**src/rtl/retn_pwr_pkg.sv**
```systemverilog
package retn_pwr_pkg;

    typedef enum logic [3:0] {
        ST_RUN      = 4'd0,
        ST_CLAMP    = 4'd1,
        ST_RST_ON   = 4'd2,
        ST_PWR_OFF  = 4'd3,
        ST_PWR_UP   = 4'd4,
        ST_RST_HOLD = 4'd5,
        ST_CLAMPED  = 4'd6,
        ST_UNCLAMP  = 4'd7
    } seq_state_e;

    typedef enum logic [1:0] {
        RM_NONE = 2'd0,
        RM_L2   = 2'd1,
        RM_L1L2 = 2'd2,
        RM_L1   = 2'd3
    } ret_mode_e;

    typedef struct packed {
        logic l1d;
        logic l2;
    } ret_pair_t;

    localparam int STATUS_W = 7;

endpackage

```
**src/rtl/retn_req_check.sv**
```systemverilog
module retn_req_check
    import retn_pwr_pkg::*;
#(
    parameter bit L2_ZERO = 1'b0
) (
    input  logic [1:0] mode,
    output logic       legal,
    output ret_pair_t  keep
);

    logic l1_only_ok;

    generate
        if (L2_ZERO) begin : g_no_l2
            assign l1_only_ok = 1'b1;
        end else begin : g_with_l2
            assign l1_only_ok = 1'b0;
        end
    endgenerate

    always_comb begin
        legal = 1'b1;
        keep  = '0;
        case (ret_mode_e'(mode))
            RM_NONE: keep = '0;
            RM_L2:   keep.l2 = 1'b1;
            RM_L1L2: begin
                keep.l1d = 1'b1;
                keep.l2  = 1'b1;
            end
            RM_L1: begin
                legal    = l1_only_ok;
                keep.l1d = l1_only_ok;
            end
            default: legal = 1'b0;
        endcase
    end

endmodule

```
**src/rtl/retn_hold_cnt.sv**
```systemverilog
module retn_hold_cnt #(
    parameter int LIMIT = 16
) (
    input  logic clk,
    input  logic rst_n,
    input  logic clr,
    input  logic en,
    output logic done
);

    localparam int CNT_W = (LIMIT > 1) ? $clog2(LIMIT) : 1;
    localparam logic [CNT_W-1:0] LAST = CNT_W'(LIMIT - 1);

    logic [CNT_W-1:0] cnt_d, cnt_q;

    always_comb begin
        cnt_d = cnt_q;
        if (clr) begin
            cnt_d = '0;
        end else if (en && (cnt_q != LAST)) begin
            cnt_d = cnt_q + 1'b1;
        end
    end

    always_ff @(posedge clk or negedge rst_n) begin
        if (!rst_n) begin
            cnt_q <= '0;
        end else begin
            cnt_q <= cnt_d;
        end
    end

    assign done = en && (cnt_q == LAST);

endmodule

```
**src/rtl/retn_pwr_seq.sv**
```systemverilog
module retn_pwr_seq
    import retn_pwr_pkg::*;
#(
    parameter int RST_HOLD = 16,
    parameter bit L2_ZERO  = 1'b0
) (
    input  logic                clk,
    input  logic                aon_rst_n,
    input  logic                por_n,
    input  logic                pd_req,
    input  logic [1:0]          pd_mode,
    input  logic                wake_req,
    input  logic                pwr_ack,
    input  logic                unclamp_req,
    output logic                pwr_req,
    output logic                core_rst_n,
    output logic                l1d_rst_inhibit,
    output logic                l2_rst_inhibit,
    output logic                l1d_clamp,
    output logic                l2_clamp,
    output logic                l1i_hw_clr,
    output logic                l1d_hw_clr,
    output logic                l2_hw_clr,
    output logic                unclamp_ack,
    output logic [STATUS_W-1:0] status
);

    typedef struct packed {
        seq_state_e state;
        ret_pair_t  kept;
        ret_pair_t  inh;
        ret_pair_t  clamp;
        logic       pwr_on;
        logic       rst_act;
        logic       ack;
        logic       err;
    } seq_regs_t;

    localparam seq_regs_t REGS_RST = '{
        state:   ST_RUN,
        kept:    '0,
        inh:     '0,
        clamp:   '0,
        pwr_on:  1'b1,
        rst_act: 1'b0,
        ack:     1'b0,
        err:     1'b0
    };

    seq_regs_t seq_d, seq_q;
    logic      req_legal;
    ret_pair_t req_keep;
    logic      hold_done;
    logic      in_hold;
    logic      any_kept;

    retn_req_check #(.L2_ZERO(L2_ZERO)) u_check (
        .mode  (pd_mode),
        .legal (req_legal),
        .keep  (req_keep)
    );

    assign in_hold = (seq_q.state == ST_RST_HOLD);

    retn_hold_cnt #(.LIMIT(RST_HOLD)) u_hold (
        .clk   (clk),
        .rst_n (aon_rst_n),
        .clr   (!in_hold),
        .en    (in_hold),
        .done  (hold_done)
    );

    assign any_kept = seq_q.kept.l1d | seq_q.kept.l2;

    always_comb begin
        seq_d = seq_q;
        if (!por_n) begin
            seq_d.state   = any_kept ? ST_CLAMPED : ST_RUN;
            seq_d.pwr_on  = 1'b1;
            seq_d.rst_act = 1'b0;
            seq_d.ack     = 1'b0;
        end else begin
            case (seq_q.state)
                ST_RUN: begin
                    if (pd_req) begin
                        if (req_legal) begin
                            seq_d.state = ST_CLAMP;
                            seq_d.kept  = req_keep;
                            seq_d.inh   = req_keep;
                            seq_d.clamp = req_keep;
                        end else begin
                            seq_d.err = 1'b1;
                        end
                    end
                end
                ST_CLAMP: begin
                    seq_d.state   = ST_RST_ON;
                    seq_d.rst_act = 1'b1;
                end
                ST_RST_ON: begin
                    seq_d.state  = ST_PWR_OFF;
                    seq_d.pwr_on = 1'b0;
                end
                ST_PWR_OFF: begin
                    if (!pwr_ack && wake_req) begin
                        seq_d.state  = ST_PWR_UP;
                        seq_d.pwr_on = 1'b1;
                    end
                end
                ST_PWR_UP: begin
                    if (pwr_ack) begin
                        seq_d.state = ST_RST_HOLD;
                    end
                end
                ST_RST_HOLD: begin
                    if (hold_done) begin
                        seq_d.rst_act = 1'b0;
                        seq_d.state   = any_kept ? ST_CLAMPED : ST_RUN;
                    end
                end
                ST_CLAMPED: begin
                    if (unclamp_req) begin
                        seq_d.state = ST_UNCLAMP;
                        seq_d.clamp = '0;
                        seq_d.ack   = 1'b1;
                    end
                end
                ST_UNCLAMP: begin
                    if (!unclamp_req) begin
                        seq_d.state = ST_RUN;
                        seq_d.ack   = 1'b0;
                        seq_d.inh   = '0;
                        seq_d.kept  = '0;
                    end
                end
                default: seq_d.state = ST_RUN;
            endcase
        end
    end

    always_ff @(posedge clk or negedge aon_rst_n) begin
        if (!aon_rst_n) begin
            seq_q <= REGS_RST;
        end else begin
            seq_q <= seq_d;
        end
    end

    assign pwr_req         = seq_q.pwr_on;
    assign core_rst_n      = !seq_q.rst_act;
    assign l1d_rst_inhibit = seq_q.inh.l1d;
    assign l2_rst_inhibit  = seq_q.inh.l2;
    assign l1d_clamp       = seq_q.clamp.l1d;
    assign l2_clamp        = seq_q.clamp.l2;
    assign l1i_hw_clr      = in_hold;
    assign l1d_hw_clr      = in_hold && !seq_q.inh.l1d;
    assign l2_hw_clr       = in_hold && !seq_q.inh.l2;
    assign unclamp_ack     = seq_q.ack;
    assign status          = {seq_q.err, seq_q.kept.l1d, seq_q.kept.l2, seq_q.state};

endmodule

```
**config.mk**
```make
export PLATFORM = sky130hd
export DESIGN_NAME = retn_pwr_seq
export DESIGN_NICKNAME = d
export VERILOG_FILES = /design/src/rtl/retn_pwr_pkg.sv /design/src/rtl/retn_req_check.sv /design/src/rtl/retn_hold_cnt.sv /design/src/rtl/retn_pwr_seq.sv
export SDC_FILE = /design/constraint.sdc
export NUM_CORES = 1
export LEC_CHECK = 0
export BUFFER_PORTS_ARGS = -buffer_cell sky130_fd_sc_hd__buf_2
export CAP_MARGIN = 20
export CORE_MARGIN = 2
export CORE_UTILIZATION = 48
export CTS_BUF_LIST = sky130_fd_sc_hd__clkbuf_8
export CTS_CLUSTER_DIAMETER = 200
export CTS_CLUSTER_SIZE = 16
export DETAILED_ROUTE_END_ITERATION = 10
export PLACE_DENSITY = 0.77
export RECOVER_POWER = 50
export SETUP_SLACK_MARGIN = 0.02
export SLEW_MARGIN = 5
export SYNTH_ARGS = -nofsm -noshare
export SYNTH_HDL_FRONTEND = slang
export SYNTH_SLANG_ARGS = --single-unit
```
**constraint.sdc**
```tcl
create_clock -name clk -period 1.4 [get_ports clk]
set_input_delay 0.28 -clock clk [delete_from_list [all_inputs] [get_ports clk]]
set_output_delay 0.28 -clock clk [all_outputs]
set_load 0.02 [all_outputs]
```
==> metrics.txt <==
status=finished with violations; violated checks=negative setup slack; sequential area share after synthesis=between 30% and 40%; global route total overflow=0; H-tree Lvls=1; IO Count=26; share of layout cells above drive strength 1=a little over half; arrival time worst endpoint=~1.8 ns; cells on worst reg2reg path=7; DRC Markers=0; CP endpoint=status[4]; Syn-to-layout area delta=51.9%; Initial Utilization=50.2%; Detail Route Antenna Nets=0; Sequential Power Share=22.6%; crit path cell chain=buf_4 > buf_6 > nand2_2 > nor2_1 > mux2_2 > nand2_2 > mux2_2; die footprint=~2400 sq um; antenna cells=0; Switching Power=around 1.5 mW; WP buf/inv=2; RSZ-0062 raised after global routing=true; DIE WIDTH=between 40 and 50 um; Crit Path Category=reg -> reg; Total GRT Usage=a little under a quarter; routability cong.=0.768; flop-to-flop setup slack=-0.21 ns; Distinct cells, synth=37; 1st-pass router iterations=4; Starting DRT DRC Count=49; Post-Synthesis Cells=about 110; #FFs+latches synth=15; CTS clk-pin slew, worst paths=approximately 0.06 ns; Final WS setup=-0.214 ns; fin crit share=115%; P_leak=~0.7 nW; final wirelength=2960 um; Stages on worst setup path=7; TritonCTS clock tree=yes; EDFF count, synth=0; max-cap violations=0; Sw Ratio=about 45%; clock buffer depth=2; Max IR drop VDD=approximately 1.7 mV; I/O Buffers=24; Post-Syn Area=975 sq um; Core Util, Final=between 70% and 80%; dominant register cell in the synthesized netlist=dfrtp_1; dpl cells=about 170; Least-Margin Pin Slew=~0.86 ns; first-pass GRT wire length=around 4300 um; WP data required=~1.5 ns; Worst Skew=about 0.0013 ns; Hold Fails Final Rpt=0; dpl hpwl=1780 um; CTS sink cnt=15; highest clock rate=a little over 600 MHz; Avg Cell Area, Syn=approximately 9 sq um; sequential cell area=roughly 380 sq um; Placeable Area=between 1500 and 2000 sq um; Nets=~160; Post-DP Area=between 1000 and 1500 sq um; final setup TNS=-1.21 ns; commonest non-fill, non-tap cell in the layout=buf_4; Setup crit start kind=register; Clock power frac=between 10% and 20%; Hold Path Stages=2; CP Max Fanout=6; power share of the combinational group=around two thirds; slew margin rel.=a little over two fifths; Critical R2R Launch=status[1]; total power=~3.3 mW; initial antenna violation count=0; Via Count=1000; syn nets=between 100 and 150; worst flop-to-flop path endpoint=status[4]; PwrDens=approximately 2200 nW/um^2; YS warnings=0; final instance count without filler cells=between 150 and 200; Tmin final=between 1.5 and 2 ns; Rows=16; FFs w/ async S/R, synth=100%; area occupied by multi-input gates=612 sq um; wire per inst=around 17 um; Via density=approximately 5.6; CTS Buf Count=3; commonest cells after routing, fill and taps aside=buf_4, buf_2, dfrtp_1; critical path's top delay family=multiplexers; Setup crit start=status[1]; Hold Path Class=in -> reg; max incr delay on CP=between 0.4 and 0.5 ns; vias in the first global route=between 900 and 1k; fillcell total=approximately 140; Power Internal=1.80 mW; Die Span Y=between 40 and 50 um; clk_lat worst skew=approximately 0.25 ns; Final Cell Area=around 1500 sq um; Final Max Tran Viols=0; Crit. End Element=register; CTS root buf=clkbuf_8; CP max-delay cell=dfrtp_1; largest net degree at the start of global routing=16; Setup violations, final=9
[cell families after synthesis]
| group | Yosys count | synth area share [%] |
|---|---|---|
| AO/OA/AOI/OAI | 25 | 17.6 |
| buffers and inverters | 19 | 13.9 |
| flip-flops | 15 | 38.6 |
| other | 1 | 0.385 |
| adder cells (fa/ha/maj) | 3 | 3.85 |
| AND/OR/NAND/NOR | 36 | 18.5 |
| XOR/XNOR | 2 | 1.80 |
| multiplexers | 5 | 5.39 |
[flip-flops by register name, indices dropped and copies added (netlist names)]
name / flops
l1d_clamp: 1
l1d_rst_inhibit: 1
l2_clamp: 1
pwr_req: 1
seq_q: 1
status: 5
u_hold.cnt_q: 4
unclamp_ack: 1
[through the flow]
stage               hold WS (ns)  setup slack, ns
finish                     0.337           -0.214
global route               0.367           -0.254
CTS                        0.326           -0.188
detailed placement         0.209           -0.118
global placement           0.208          -0.0795
floorplan                -0.0156          0.00178
[area by class of cell]
cell class | count | share of cell area, %
clock inverter | 1 | 0.254
clock buffer | 3 | 2.79
inverter | 7 | 2.11
sequential | 15 | 25.5
timing repair buffer | 53 | 25.7
multi-input combinational | 72 | 41.3
tap | 27 | 2.28
[worst reg2reg max path, cell delays in order, from the launching register on]
cell and delay, ns:
dfrtp_1 0.42, buf_4 0.15, buf_6 0.13, nand2_2 0.07, nor2_1 0.05, mux2_2 0.28, nand2_2 0.07, mux2_2 0.32
[power groups by stage]
stage / sequential (mW) / combinational [mW] / clock [mW]
after floorplan: 0.832 / 0.998 / 0
after global placement: 0.707 / 1.60 / 0
after detailed placement: 0.717 / 1.64 / 0
after CTS: 0.706 / 1.93 / 0.354
after global routing: 0.747 / 2.27 / 0.369
final: 0.735 / 2.16 / 0.354
[what timing repair did]
action	4_1_cts	5_1_grt
buffers inserted	4	2
endpoints found under the hold margin	14	0
pin swaps	7	1
hold buffers	1	0
cloned	0	0
setup endpoints to repair	11	14
gates resized for setup	25	16
[cell usage after synthesis, types with 2 or more instances]
library cell  count  area share [%]
a21oi_1           2             1.0
a31oi_1           3             1.9
a32o_1            2             2.1
and2_1            2             1.3
buf_4             8             6.2
buf_6             2             2.3
dfrtp_1          14              36
ha_1              3             3.9
inv_1             6             2.3
mux2_2            2             2.3
mux2i_1           3             3.1
nand2_1           6             2.3
nand3_1           2             1.0
nor2_1           12             4.6
nor3_1            6             3.1
nor3b_1           3             2.3
o21ai_0           8             4.1
o22ai_1           2             1.3
xnor2_1           2             1.8
[worst min path at each step]
stage | from | endpoint
floorplan | aon_rst_n | l1d_clamp
global placement | aon_rst_n | seq_q[2]
detailed placement | aon_rst_n | status[1]
CTS | por_n | pwr_req
global route | pd_req | status[6]
finish | por_n | pwr_req
[per-layer routing]
layer | wire, um | part of all wire (%) | track usage, %
met1 | 1180 | 40 | 24.6
met2 | 1550 | 52 | 43.5
met3 | 149 | 5.0 | 3.68
met4 | 78 | 2.6 | 11.9
met5 | 0 | 0 | 0
Power figures use the tool's default switching activity.
